$ cat src/rtl/pgwalk_pkg.sv
package pgwalk_pkg;

   // Entry flag positions: decoded by the walker itself
   localparam int unsigned ENT_P  = 0;
   localparam int unsigned ENT_RW = 1;
   localparam int unsigned ENT_US = 2;
   localparam int unsigned ENT_A  = 5;
   localparam int unsigned ENT_D  = 6;
   localparam int unsigned ENT_PS = 7;

   typedef enum logic [1:0] {
      FLT_NONE    = 2'd0,
      FLT_ABSENT  = 2'd1,
      FLT_WRPROT  = 2'd2,
      FLT_USRPROT = 2'd3
   } fault_e;

   typedef enum logic [2:0] {
      ST_IDLE,
      ST_RD_DIR,
      ST_RD_TBL,
      ST_WB_DIR,
      ST_WB_TBL,
      ST_RESP
   } walk_st_e;

endpackage

$ cat src/rtl/pgwalk_perm.sv
module pgwalk_perm
   import pgwalk_pkg::*;
(
   input  logic [2:0] dir_fl,
   input  logic [2:0] leaf_fl,
   input  logic       acc_wr,
   input  logic       acc_user,
   output fault_e     code
);

   logic absent;
   logic usr_deny;
   logic wr_deny;

   always_comb begin
      absent   = !(dir_fl[ENT_P] && leaf_fl[ENT_P]);
      usr_deny = acc_user && !(dir_fl[ENT_US] && leaf_fl[ENT_US]);
      wr_deny  = acc_wr && !(dir_fl[ENT_RW] && leaf_fl[ENT_RW]);
      if (absent)        code = FLT_ABSENT;
      else if (usr_deny) code = FLT_USRPROT;
      else if (wr_deny)  code = FLT_WRPROT;
      else               code = FLT_NONE;
   end

endmodule

$ cat src/rtl/pgwalk_addr.sv
module pgwalk_addr #(
   parameter int unsigned DIR_BITS      = 10,
   parameter int unsigned TBL_BITS      = 10,
   parameter int unsigned OFF_BITS      = 12,
   parameter bit          LARGE_SUPPORT = 1'b1,
   localparam int unsigned AW           = DIR_BITS + TBL_BITS + OFF_BITS,
   localparam int unsigned FRAME_W      = AW - OFF_BITS
) (
   input  logic [FRAME_W-1:0] base_frame,
   input  logic [AW-1:0]      va,
   input  logic [FRAME_W-1:0] dir_frame,
   input  logic               dir_ps,
   input  logic               large_en,
   input  logic [FRAME_W-1:0] leaf_frame,
   output logic [AW-1:0]      dir_addr,
   output logic [AW-1:0]      tbl_addr,
   output logic [AW-1:0]      pa_small,
   output logic [AW-1:0]      pa_large,
   output logic               large_hit
);

   assign dir_addr = {base_frame, va[AW-1 -: DIR_BITS], 2'b00};
   assign tbl_addr = {dir_frame, va[OFF_BITS+TBL_BITS-1 -: TBL_BITS], 2'b00};
   assign pa_small = {leaf_frame, va[OFF_BITS-1:0]};

   generate
      if (LARGE_SUPPORT) begin : g_large
         assign large_hit = large_en & dir_ps;
         assign pa_large  = {dir_frame[FRAME_W-1 -: DIR_BITS],
                             va[TBL_BITS+OFF_BITS-1:0]};
      end else begin : g_small_only
         assign large_hit = 1'b0;
         assign pa_large  = pa_small;
      end
   endgenerate

endmodule

$ cat src/rtl/pgwalk_top.sv
module pgwalk_top
   import pgwalk_pkg::*;
#(
   parameter int unsigned DIR_BITS      = 10,
   parameter int unsigned TBL_BITS      = 10,
   parameter int unsigned OFF_BITS      = 12,
   parameter bit          LARGE_SUPPORT = 1'b1,
   localparam int unsigned AW           = DIR_BITS + TBL_BITS + OFF_BITS,
   localparam int unsigned FRAME_W      = AW - OFF_BITS
) (
   input  logic               clk,
   input  logic               rst_n,
   input  logic [FRAME_W-1:0] ptbase_frame,
   input  logic               large_pg_en,
   input  logic               req_valid,
   output logic               req_ready,
   input  logic [AW-1:0]      req_va,
   input  logic               req_wr,
   input  logic               req_user,
   output logic               rsp_valid,
   output logic               rsp_fault,
   output logic [1:0]         rsp_code,
   output logic               rsp_level,
   output logic [AW-1:0]      rsp_pa,
   output logic               mem_req,
   output logic               mem_we,
   output logic [AW-1:0]      mem_addr,
   output logic [AW-1:0]      mem_wdata,
   input  logic               mem_ack,
   input  logic [AW-1:0]      mem_rdata
);

   localparam logic [AW-1:0] A_MASK = AW'(1) << ENT_A;
   localparam logic [AW-1:0] D_MASK = AW'(1) << ENT_D;

   generate
      if (AW != 32) begin : g_bad_width
         $error("pgwalk_top: address split must total 32 bits");
      end
      if (DIR_BITS != OFF_BITS - 2 || TBL_BITS != OFF_BITS - 2) begin : g_bad_split
         $error("pgwalk_top: each table level must fill exactly one page");
      end
   endgenerate

   walk_st_e       state;
   logic [AW-1:0]  va_q;
   logic           wr_q;
   logic           user_q;
   logic           large_q;
   logic [AW-1:0]  pde_q;
   logic [AW-1:0]  pte_q;
   fault_e         code_q;
   logic           level_q;

   logic [AW-1:0]  dir_sel;
   logic [2:0]     leaf_fl;
   fault_e         perm_code;
   logic [AW-1:0]  dir_addr;
   logic [AW-1:0]  tbl_addr;
   logic [AW-1:0]  pa_small;
   logic [AW-1:0]  pa_large;
   logic           large_hit;

   function automatic logic wb_need(input logic [AW-1:0] ent, input logic fin,
                                    input logic wr);
      return !ent[ENT_A] || (fin && wr && !ent[ENT_D]);
   endfunction

   assign dir_sel = (state == ST_RD_DIR) ? mem_rdata : pde_q;
   assign leaf_fl = (state == ST_RD_TBL) ? mem_rdata[2:0] : 3'b111;

   pgwalk_perm i_perm (
      .dir_fl   (dir_sel[2:0]),
      .leaf_fl  (leaf_fl),
      .acc_wr   (wr_q),
      .acc_user (user_q),
      .code     (perm_code)
   );

   pgwalk_addr #(
      .DIR_BITS      (DIR_BITS),
      .TBL_BITS      (TBL_BITS),
      .OFF_BITS      (OFF_BITS),
      .LARGE_SUPPORT (LARGE_SUPPORT)
   ) i_addr (
      .base_frame (ptbase_frame),
      .va         (va_q),
      .dir_frame  (dir_sel[AW-1:OFF_BITS]),
      .dir_ps     (dir_sel[ENT_PS]),
      .large_en   (large_pg_en),
      .leaf_frame (pte_q[AW-1:OFF_BITS]),
      .dir_addr   (dir_addr),
      .tbl_addr   (tbl_addr),
      .pa_small   (pa_small),
      .pa_large   (pa_large),
      .large_hit  (large_hit)
   );

   always_ff @(posedge clk) begin
      if (!rst_n) begin
         state   <= ST_IDLE;
         va_q    <= '0;
         wr_q    <= 1'b0;
         user_q  <= 1'b0;
         large_q <= 1'b0;
         pde_q   <= '0;
         pte_q   <= '0;
         code_q  <= FLT_NONE;
         level_q <= 1'b0;
      end else begin
         unique case (state)
            ST_IDLE: if (req_valid) begin
               va_q    <= req_va;
               wr_q    <= req_wr;
               user_q  <= req_user;
               large_q <= 1'b0;
               code_q  <= FLT_NONE;
               level_q <= 1'b0;
               state   <= ST_RD_DIR;
            end
            ST_RD_DIR: if (mem_ack) begin
               pde_q <= mem_rdata;
               if (!mem_rdata[ENT_P]) begin
                  code_q <= FLT_ABSENT;
                  state  <= ST_RESP;
               end else if (large_hit) begin
                  large_q <= 1'b1;
                  code_q  <= perm_code;
                  if (perm_code == FLT_NONE && wb_need(mem_rdata, 1'b1, wr_q))
                     state <= ST_WB_DIR;
                  else
                     state <= ST_RESP;
               end else begin
                  state <= ST_RD_TBL;
               end
            end
            ST_RD_TBL: if (mem_ack) begin
               pte_q   <= mem_rdata;
               code_q  <= perm_code;
               level_q <= 1'b1;
               if (perm_code != FLT_NONE)           state <= ST_RESP;
               else if (!pde_q[ENT_A])              state <= ST_WB_DIR;
               else if (wb_need(mem_rdata, 1'b1, wr_q)) state <= ST_WB_TBL;
               else                                 state <= ST_RESP;
            end
            ST_WB_DIR: if (mem_ack) begin
               if (!large_q && wb_need(pte_q, 1'b1, wr_q)) state <= ST_WB_TBL;
               else                                       state <= ST_RESP;
            end
            ST_WB_TBL: if (mem_ack) state <= ST_RESP;
            ST_RESP:   state <= ST_IDLE;
            default:   state <= ST_IDLE;
         endcase
      end
   end

   always_comb begin
      mem_req   = 1'b0;
      mem_we    = 1'b0;
      mem_addr  = '0;
      mem_wdata = '0;
      unique case (state)
         ST_RD_DIR: begin mem_req = 1'b1; mem_addr = dir_addr; end
         ST_RD_TBL: begin mem_req = 1'b1; mem_addr = tbl_addr; end
         ST_WB_DIR: begin
            mem_req   = 1'b1;
            mem_we    = 1'b1;
            mem_addr  = dir_addr;
            mem_wdata = pde_q | A_MASK | ((large_q && wr_q) ? D_MASK : '0);
         end
         ST_WB_TBL: begin
            mem_req   = 1'b1;
            mem_we    = 1'b1;
            mem_addr  = tbl_addr;
            mem_wdata = pte_q | A_MASK | (wr_q ? D_MASK : '0);
         end
         default: ;
      endcase
   end

   assign req_ready = (state == ST_IDLE);
   assign rsp_valid = (state == ST_RESP);
   assign rsp_fault = rsp_valid && (code_q != FLT_NONE);
   assign rsp_code  = rsp_valid ? code_q : FLT_NONE;
   assign rsp_level = rsp_valid && level_q;
   assign rsp_pa    = (rsp_valid && code_q == FLT_NONE) ?
                      (large_q ? pa_large : pa_small) : '0;

   AST_ONE_WALK: assert property (@(posedge clk) disable iff (!rst_n)
      (req_valid && req_ready) |=> !req_ready);

   AST_RSP_PULSE: assert property (@(posedge clk) disable iff (!rst_n)
      rsp_valid |=> (!rsp_valid && req_ready));

   AST_MEM_HOLD: assert property (@(posedge clk) disable iff (!rst_n)
      (mem_req && !mem_ack) |=> (mem_req && $stable(mem_addr) && $stable(mem_we)));

   AST_FAULT_NO_PA: assert property (@(posedge clk) disable iff (!rst_n)
      rsp_fault |-> (rsp_pa == '0 && rsp_code != 2'd0));

   AST_WB_ACCESSED: assert property (@(posedge clk) disable iff (!rst_n)
      (mem_req && mem_we) |-> mem_wdata[ENT_A]);

   AST_NO_REQ_IDLE: assert property (@(posedge clk) disable iff (!rst_n)
      req_ready |-> !mem_req);

endmodule

$ cat config.mk
export PLATFORM = sky130hd
export DESIGN_NAME = pgwalk_top
export DESIGN_NICKNAME = d
export VERILOG_FILES = /design/src/rtl/pgwalk_pkg.sv /design/src/rtl/pgwalk_perm.sv /design/src/rtl/pgwalk_addr.sv /design/src/rtl/pgwalk_top.sv
export SDC_FILE = /design/constraint.sdc
export NUM_CORES = 1
export LEC_CHECK = 0
export CAP_MARGIN = 10
export CELL_PAD_IN_SITES_DETAIL_PLACEMENT = 0
export CELL_PAD_IN_SITES_GLOBAL_PLACEMENT = 2
export CORE_ASPECT_RATIO = 0.5
export CORE_MARGIN = 1
export CORE_UTILIZATION = 31
export DETAILED_ROUTE_END_ITERATION = 8
export DONT_BUFFER_PORTS = 1
export GPL_TIMING_DRIVEN = 0
export PLACE_DENSITY_LB_ADDON = 0.1
export SYNTH_ARGS = -nofsm -noshare
export SYNTH_HDL_FRONTEND = slang
export SYNTH_SLANG_ARGS = --single-unit
$ cat constraint.sdc
create_clock -name clk -period 1.5 [get_ports clk]
set_input_delay 0.075 -clock clk [delete_from_list [all_inputs] [get_ports clk]]
set_output_delay 0.075 -clock clk [all_outputs]
set_load 0.02 [all_outputs]
==> results of run 1 <==
==> flip-flops by register name, indices dropped and copies added, names as in the netlist <==
name	count
code_q	2
large_q	1
level_q	1
pde_q	32
pte_q	32
state	3
user_q	1
va_q	32
wr_q	1
==> synth_stat cells, types with 2 or more instances <==
master       n
a211oi_1    10
a21o_1       3
a21oi_1    103
a22o_1      60
and2_1      13
and3_1       4
buf_1        3
buf_2       22
buf_4        6
buf_6        2
clkbuf_1    28
dfxtp_1    105
inv_1        8
mux2i_1     21
nand2_1    204
nand2b_1     2
nand3_1      2
nor2_1      33
nor2b_1      6
nor3_1       2
o2111ai_1    2
o211ai_1     3
o21ai_0      5
o32ai_2      3
o41ai_1      2
or2_2        2
or3_1        2
==> power groups by stage <==
stage               logic, W  clock network, W  registers (W)
floorplan            0.00304                 0        0.00337
global placement     0.00397                 0        0.00348
detailed placement   0.00401                 0        0.00349
CTS                  0.00647           0.00253        0.00353
global route         0.00836           0.00263        0.00361
finish               0.00795           0.00247        0.00357
==> worst register-to-register path: stages (launching register included) <==
cell and delay [ns]:
dfxtp_2 0.33, buf_6 0.13, nor2b_4 0.26, buf_6 0.13, buf_6 0.08, buf_6 0.12
and2_4 0.16, buf_12 0.15, buf_12 0.12, clkbuf_16 0.13, nand2_1 0.05, a21oi_1 0.11
==> per-stage QoR <==
step                hold WS [ns]  cells  setup TNS [ns]
global placement           0.212    914          -71.93
detailed placement         0.218    915          -71.64
floorplan                  0.211    687           -1.53
finish                    0.0173   1064          -51.79
CTS                      0.00843   1039          -58.32
global route              0.0130   1064          -62.83
==> metal layers <==
| metal | share of wire, % | vias to the layer above |
|---|---|---|
| met3 | 7.0 | 24 |
| met5 | 0 | - |
| li1 | - | 2669 |
| met4 | 1.2 | 0 |
| met2 | 44 | 185 |
| met1 | 48 | 2757 |
==> repair_timing <==
| action | 4_1_cts | 5_1_grt |
|---|---|---|
| resized for setup | 272 | 254 |
| hold buffers | 67 | 0 |
| endpoints found under the setup margin | 204 | 206 |
| hold endpoints to repair | 104 | 0 |
| pin swaps | 62 | 113 |
| buffers inserted | 32 | 32 |
| gates cloned | 10 | 10 |
==> cells by family (layout without fill, tap and decap cells) <==
kind of cell | after synthesis | after routing | synth area share, %
muxes | 22 | 22 | 4.18
AOI/OAI and AO/OA | 206 | 206 | 26.6
other | 1 | 2 | 0.0708
buffers and inverters | 70 | 220 | 6.50
DFF | 105 | 105 | 39.7
and+or+nand+nor | 281 | 281 | 22.6
xor gates and xnor gates | 1 | 1 | 0.307
==> final cells by class <==
class | count | share of cell area (%)
Multi-Input combinational cell | 512 | 46.9
Clock inverter | 5 | 0.563
Sequential cell | 105 | 22.1
Tap cell | 227 | 2.97
Buffer | 53 | 6.17
Clock buffer | 11 | 2.54
Timing Repair Buffer | 143 | 18.4
Inverter | 8 | 0.314
==> path summary, 6_finish.rpt <==
path	startpoint	to	slack [ns]
setup / recovery	state[0]	rsp_pa[31]	-0.44
hold / removal	mem_rdata[0]	state[2]	0.02
setup reg to reg	state[0]	pde_q[24]	-0.35
hold reg to reg	va_q[1]	va_q[1]	0.46
==> results.toml, run 1 <==
[synth]
ys_seq_area_share_pct = 39.7
ys_ff_latch = 105
synth_area_leaders = "dfxtp_1, nand2_1, a22o_1"
synthArstFlopShare_pct = 0
synth_area_per_cell_um2 = 7.72
syn_inst = 686
synth_largest_area_cell = "dfxtp_1"
yosys_warnings = 0
synth_flop_cell = "dfxtp_1"
netlist_area_mm2 = 0.00530
ys_types = 57
synth_edf_count = 0
synth_top_cell_area_share_pct = 39.7

[placed_design]
dp_hpwl_um = 14600
port_buffers = 0
post-place-ws_ns = -0.579
routabilityCongestion = 0.838
dpl_cell_area_mm2 = 0.00574

[critical_path]
cp.depth = 5
critPathMaxFanout = 7
end_kind = "output pin"
max_stage_delay_ns = 0.33
cp.arrival_ns = 1.86
cp-start-kind = "flip-flop"
cp.required_ns = 1.42
crit_type = "flip-flop to output pin"
path_cells = "buf_6 -> nor2b_4 -> nand3_4 -> clkbuf_16 -> a211oi_4"
crit_slowest_cell = "dfxtp_2"
rr_worst_depth = 11
cpLargestDelayFamily = "simple AND/OR/NAND/NOR gates"
path_buf_inv = 2

[sta]
setup_ws_ns = -0.438
skew_ns = 0.00758
max_freq_mhz = 516
post-route-period-util_pct = 129
finalMaxSlewViolations = 0
maxSlewHeadroom_pct = 36.4
tightestPinTransition_ns = 0.954
fin_crit_ns = 1.94
finalHoldViolations = 0
rsz0062_at_grt = "yes"
setup_viol = 201

[global_route]
antenna_found_initial = 0
gr-usage-met1_pct = 33.6
grt_util_all_layers_pct = 25.1
met2_usage_pct = 38.7
grt_pass1_wl_um = 33100
grt_pass1_vias = 5463
grt_remaining_overflow = 0
use_met3_pct = 8.92
grt-busiest-layer = "met2"
grt_max_degree = 17

[final_layout]
multiInputGateArea_mm2 = 0.00448
finalNetCount = 923
final_area_mm2 = 0.00956
num_antenna_cells = 0
fill_cells = 1446
post-route-util_pct = 57.7
final_cell_mix = "nand2_1, dfxtp_1, dlygate4sd3_1"
drive_above_1_share_pct = 46.1
mostFrequentLayoutCell = "nand2_1"
seqCellArea_mm2 = 0.00211
synthToLayoutAreaGrowth_pct = 80.4

[flow_run]
drv_cap = 0

[status]
status = "finished, violations left"
violations = "setup timing"

[clock_network]
cts_tree = "yes"
htreeDepth = 3
cts_buffers = 9
root_buffer = "clkbuf_16"
clock_latency_ns = 0.35
clock-sinks = 105
clkSlewWorstSetupHoldPaths_ns = 0.08
cts_buffer_depth = 2

[routing]
drtAntennaViolNets = 0
vias = 5635
vias_per_cell = 5.30
drc = 0
drt-initial-drc-count = 230
first_pass_iters = 5
wire_per_inst_um = 21.8
wl_um = 23200

[power_and_ir_drop]
leakage_nw = 3.79
vdd_ir_drop_max_v = 0.000726
clkPwrFrac_pct = 17.6
switching_share_pct = 41.0
p_int_w = 0.00825
power_switching_w = 0.00574
total_power_w = 0.0140
power.share.sequential_pct = 25.5
power_frac_comb_pct = 56.9
p_per_area_mw_per_mm2 = 1460

[floorplanning]
dieArea_mm2 = 0.0176
num_rows = 33
core_area_mm2 = 0.0166
die_w_um = 187
die_h_um = 94.4
initial_core_util_pct = 32.0
io_pins = 195

[min_path]
whs_path_depth = 2
hold_path.class = "input port to flip-flop"
Power figures use the tool's default switching activity.
==> run 2: changes to the inputs <==
--- a/config.mk
+++ b/config.mk
@@ -15,6 +15,7 @@
 export DONT_BUFFER_PORTS = 1
 export GPL_TIMING_DRIVEN = 0
 export PLACE_DENSITY_LB_ADDON = 0.1
+export SETUP_SLACK_MARGIN = 0.5
 export SYNTH_ARGS = -nofsm -noshare
 export SYNTH_HDL_FRONTEND = slang
 export SYNTH_SLANG_ARGS = --single-unit
==> run 2 against run 1 <==
- the flow still finishes with violations (setup timing)
- final area fell by 6.0%
- sequential share of layout area grew 1.4 points
- count of clock-buffer cells in the layout rose by 1
- first-iteration DRC count up 30%
- non-clock buffer count is the same
- fmax grew 0.63%
- power decreased by 2.9%
- worst hold slack better by 0.019 ns
- sequential power down 2%
- clock skew is 0.0059 ns higher
- critical path type unchanged
- highest routed layer unchanged
==> results.toml, run 2 (synthesis gave the netlist of run 1 again) <==
[status]
status = "finished, violations left"
violations = "setup timing"

[min_path]
hold_path.class = "input port to flip-flop"
min_from = "mem_rdata[0]"

[sta]
setup_ws_ns = -0.426
max_freq_mhz = 519
fin_crit_ns = 1.93
setup_tns_ns = -52.22
tightestPinTransition_ns = 0.756
finalMaxSlewViolations = 0
post-route-period-util_pct = 128
finalHoldViolations = 0
skew_ns = 0.0135
maxSlewHeadroom_pct = 49.6
setup_viol = 204
rsz0062_at_grt = "yes"

[final_layout]
final_cell_mix = "nand2_1, dfxtp_1, a21oi_1"
instances_no_fill = 1064
num_antenna_cells = 0
drive_above_1_share_pct = 36.9
final_area_mm2 = 0.00898
mostFrequentLayoutCell = "nand2_1"
post-route-util_pct = 54.3
reg_top3 = "pde_q (32), pte_q (32), va_q (32)"
finalNetCount = 923
synthToLayoutAreaGrowth_pct = 69.6

[clock_network]
cts_buffer_depth = 2
clkSlewWorstSetupHoldPaths_ns = 0.07
clock-sinks = 105
clock_latency_ns = 0.36
cts_tree = "yes"
root_buffer = "clkbuf_16"
htreeDepth = 3
cts_buffers = 9

[critical_path]
crit_slowest_cell = "dfxtp_2"
path_buf_inv = 4
max_stage_delay_ns = 0.32
cpMostUsedCell = "buf_4"
cpLargestDelayFamily = "buffers and inverters"
cp.arrival_ns = 1.85
ff2ff_setup_slack_ns = -0.30
cp-start-kind = "flip-flop"
path_cells = "buf_6 -> buf_4 -> nor2b_1 -> buf_4 -> nand2_4 -> nor3_4 -> clkbuf_8 -> and2_4"
crit_type = "flip-flop to output pin"
rr_startpoint = "state[2]"
cp.required_ns = 1.42
crit_start = "state[1]"
end_kind = "output pin"
critPathMaxFanout = 5

[routing]
wl_um = 22100
vias_per_cell = 5.25
wire_per_inst_um = 20.8
first_pass_iters = 5
drt-initial-drc-count = 300
drtAntennaViolNets = 0
vias = 5581
drc = 0

[power_and_ir_drop]
total_power_w = 0.0136
vdd_ir_drop_max_v = 0.000825
leakage_nw = 3.44
p_per_area_mw_per_mm2 = 1510

[flow_run]
drv_cap = 0

[floorplanning]
io_pins = 195
die_h_um = 94.4
die_w_um = 187
dieArea_mm2 = 0.0176
num_rows = 33
initial_core_util_pct = 32.0
core_area_mm2 = 0.0166

[placed_design]
placed_cells = 914
dpl_cell_area_mm2 = 0.00651
dp_hpwl_um = 14700
port_buffers = 0
routabilityCongestion = 0.791

[global_route]
grt_util_all_layers_pct = 24.4
grt_remaining_overflow = 0
grt_pass1_vias = 5251
antenna_found_initial = 0
grt_max_degree = 18
grt_pass1_wl_um = 32300
==> run 2: layout make-up <==
cell class	instances	area, um^2
buffer	62	718
timing repair buffer	134	1530
multi-input combinational	512	3990
inverter	8	30.0
clock inverter	4	57.6
fill	1556	7570
tap	227	284
sequential	105	2110
clock buffer	12	267
==> run 2: final timing paths <==
path | end | cells past startpoint
hold / removal | state[1] | 2
setup / recovery | rsp_pa[5] | 8
setup reg to reg | state[0] | 9
hold reg to reg | va_q[5] | 2
==> run 2: through the flow <==
| step | hold WS (ns) | setup slack, ns |
|---|---|---|
| global route | 0.0401 | -0.481 |
| CTS | 0.0279 | -0.413 |
| global placement | 0.213 | -0.286 |
| finish | 0.0368 | -0.426 |
| floorplan | 0.203 | 0.0683 |
| detailed placement | 0.217 | -0.277 |
==> run 2: report_power, final <==
group / total (W) / leakage (nW) / internal [W] / switching, W
clock: 0.00262 / 0.157 / 0.00145 / 0.00117
sequential: 0.00351 / 0.855 / 0.00314 / 0.000369
combinational: 0.00744 / 2.43 / 0.00354 / 0.00390
==> run 2: per-layer routing <==
metal / GRT usage [%] / up-vias / share of wire (%)
li1: - / 2662 / -
met4: 3.96 / 0 / 0.53
met5: 0 / - / 0
met2: 37.8 / 151 / 44
met3: 6.02 / 11 / 5.2
met1: 34.6 / 2757 / 50
==> run 2: repair_timing <==
item / in CTS / in global routing
gates resized for setup: 116 / 74
pin swaps: 33 / 23
setup buffers: 38 / 15
hold endpoints to repair: 104 / 0
endpoints found under the setup margin: 207 / 207
hold buffers: 68 / 0
gates cloned: 9 / 4
==> run 2: worst register-to-register path: cells and delay by family (launching register included) <==
kind,cells,cell delay [ns]
buffers and inverters,5,0.65
AND/OR/NAND/NOR,2,0.42
flip-flops,1,0.37
AO/OA/AOI/OAI,2,0.22
==> run 3: changes to the inputs <==
--- a/config.mk
+++ b/config.mk
@@ -15,6 +15,7 @@
 export DONT_BUFFER_PORTS = 1
 export GPL_TIMING_DRIVEN = 0
 export PLACE_DENSITY_LB_ADDON = 0.1
+export REMOVE_ABC_BUFFERS = 1
 export SETUP_SLACK_MARGIN = 0.5
 export SYNTH_ARGS = -nofsm -noshare
 export SYNTH_HDL_FRONTEND = slang
==> run 3 against run 2 <==
- the run still ends with setup timing left
- clock skew fell by 0.0075 ns
- final area grew 7.2%
- non-clock buffer count down 15
- worst setup slack better by 0.079 ns
- wire length grew 9.5%
- global-route usage is 1.2 points higher
- critical path type unchanged
- critical endpoint is now rsp_pa[24]
==> results.toml, run 3 (synthesis gave the netlist of run 1 again) <==
[status]
status = "finished, violations left"
violations = "setup timing"

[clock_network]
root_buffer = "clkbuf_16"
cts_tree = "yes"
htreeDepth = 3
cts_buffer_depth = 2
cts_buffers = 9
clock_latency_ns = 0.36
clock-sinks = 105
clkSlewWorstSetupHoldPaths_ns = 0.07

[sta]
tightestPinTransition_ns = 0.600
skew_ns = 0.00595
rsz0062_at_grt = "yes"
setup_viol = 171
max_freq_mhz = 541
fin_crit_ns = 1.85
hold_ws_ns = 0.0439
post-route-period-util_pct = 123
setup_ws_ns = -0.347
maxSlewHeadroom_pct = 60.0
finalHoldViolations = 0
finalMaxSlewViolations = 0

[routing]
drtAntennaViolNets = 0
vias_per_cell = 5.50
first_pass_iters = 5
wire_per_inst_um = 23.0
drc = 0
drt-initial-drc-count = 374
vias = 5805
wl_um = 24200

[global_route]
grt_util_all_layers_pct = 25.6
grt_pass1_vias = 5551
grt_pass1_wl_um = 34200
grt_max_degree = 64
antenna_found_initial = 0
grt_remaining_overflow = 0

[critical_path]
rr_startpoint = "state[1]"
cp-start-kind = "flip-flop"
critPathMaxFanout = 8
max_stage_delay_ns = 0.42
ff2ff_setup_slack_ns = -0.33
rr_worst_depth = 7
end_kind = "output pin"
crit_slowest_cell = "dfxtp_4"
path_cells = "nor3b_4 -> buf_4 -> clkbuf_16 -> mux2i_1 -> a211oi_4"
cp.required_ns = 1.42
path_buf_inv = 2
crit_type = "flip-flop to output pin"
cp.arrival_ns = 1.77
reg2reg_to = "va_q[9]"
cpLargestDelayFamily = "flip-flops"

[floorplanning]
die_w_um = 187
dieArea_mm2 = 0.0176
initial_core_util_pct = 32.0
num_rows = 33
io_pins = 195
die_h_um = 94.4
core_area_mm2 = 0.0166

[placed_design]
dp_hpwl_um = 11400
placed_cells = 862
port_buffers = 0
routabilityCongestion = 0.737

[final_layout]
final_cell_mix = "nand2_1, dfxtp_1, dlygate4sd3_1"
num_antenna_cells = 0
mostFrequentLayoutCell = "nand2_1"
reg_top3 = "pde_q (32), pte_q (32), va_q (32)"
finalNetCount = 915
fill_cells = 1417
instances_no_fill = 1056
post-route-util_pct = 58.2
synthToLayoutAreaGrowth_pct = 81.8
drive_above_1_share_pct = 48.7

[min_path]
whs_path_depth = 2
min_from = "mem_rdata[0]"
hold_path.class = "input port to flip-flop"
holdPathEnd = "state[1]"

[power_and_ir_drop]
total_power_w = 0.0146
p_per_area_mw_per_mm2 = 1520
leakage_nw = 3.76
vdd_ir_drop_max_v = 0.000775

[flow_run]
drv_cap = 0
-- run 3: final cells by class --
cell class	count	area [um^2]	area share [%]
multi-input combinational	519	4580	47.6
timing repair buffer	181	2310	24.0
sequential	105	2120	22.0
tap	227	284	2.95
clock buffer	13	270	2.81
inverter	8	40.0	0.416
clock inverter	3	21.3	0.221
-- run 3: power breakdown --
part / total (W) / internal [W] / switching [W]
sequential: 0.00356 / 0.00315 / 0.000407
clock: 0.00239 / 0.00127 / 0.00112
combinational: 0.00869 / 0.00407 / 0.00463
total: 0.0146 / 0.00849 / 0.00615
-- run 3: worst max path at each step --
stage | from | endpoint | cells past startpoint
after floorplan | state[1] | mem_wdata[6] | 4
after global placement | state[1] | mem_wdata[6] | 4
after detailed placement | state[0] | rsp_pa[29] | 3
after CTS | state[0] | rsp_pa[28] | 5
after global routing | state[1] | rsp_pa[25] | 5
final | state[1] | rsp_pa[24] | 5
-- run 3: per-stage QoR --
stage | worst slack [ns] | cell area, um^2 | TNS, ns
2_1_floorplan | -1.16 | 4990 | -134.35
3_3_place_gp | -2.80 | 5270 | -377.33
3_5_place_dp | -2.03 | 5530 | -205.18
4_1_cts | -0.302 | 8630 | -28.78
5_1_grt | -0.387 | 9630 | -49.93
6_report | -0.347 | 9630 | -42.18
-- run 3: layer usage --
metal | vias up | track usage [%] | wire length (um)
met3 | 40 | 8.66 | 1590
li1 | 2671 | - | -
met4 | 0 | 5.12 | 524
met2 | 214 | 41.9 | 11100
met1 | 2880 | 32.9 | 11100
met5 | - | 0 | 0
-- run 3: timing repair --
| action | 4_1_cts | 5_1_grt |
|---|---|---|
| cloned | 12 | 8 |
| buffers inserted | 77 | 11 |
| hold buffers | 69 | 1 |
| resized for setup | 258 | 196 |
| pin swaps | 46 | 125 |
| hold endpoints to repair | 104 | 1 |
| setup endpoints to repair | 207 | 207 |
-- run 3: worst reg2reg max path, cell delays in order, from the launching register on --
cell and delay [ns]:
dfxtp_4 0.42, buf_12 0.16, nor3_4 0.39, and2_4 0.32, buf_6 0.14, buf_12 0.14, nand2_1 0.08, a21oi_1 0.11
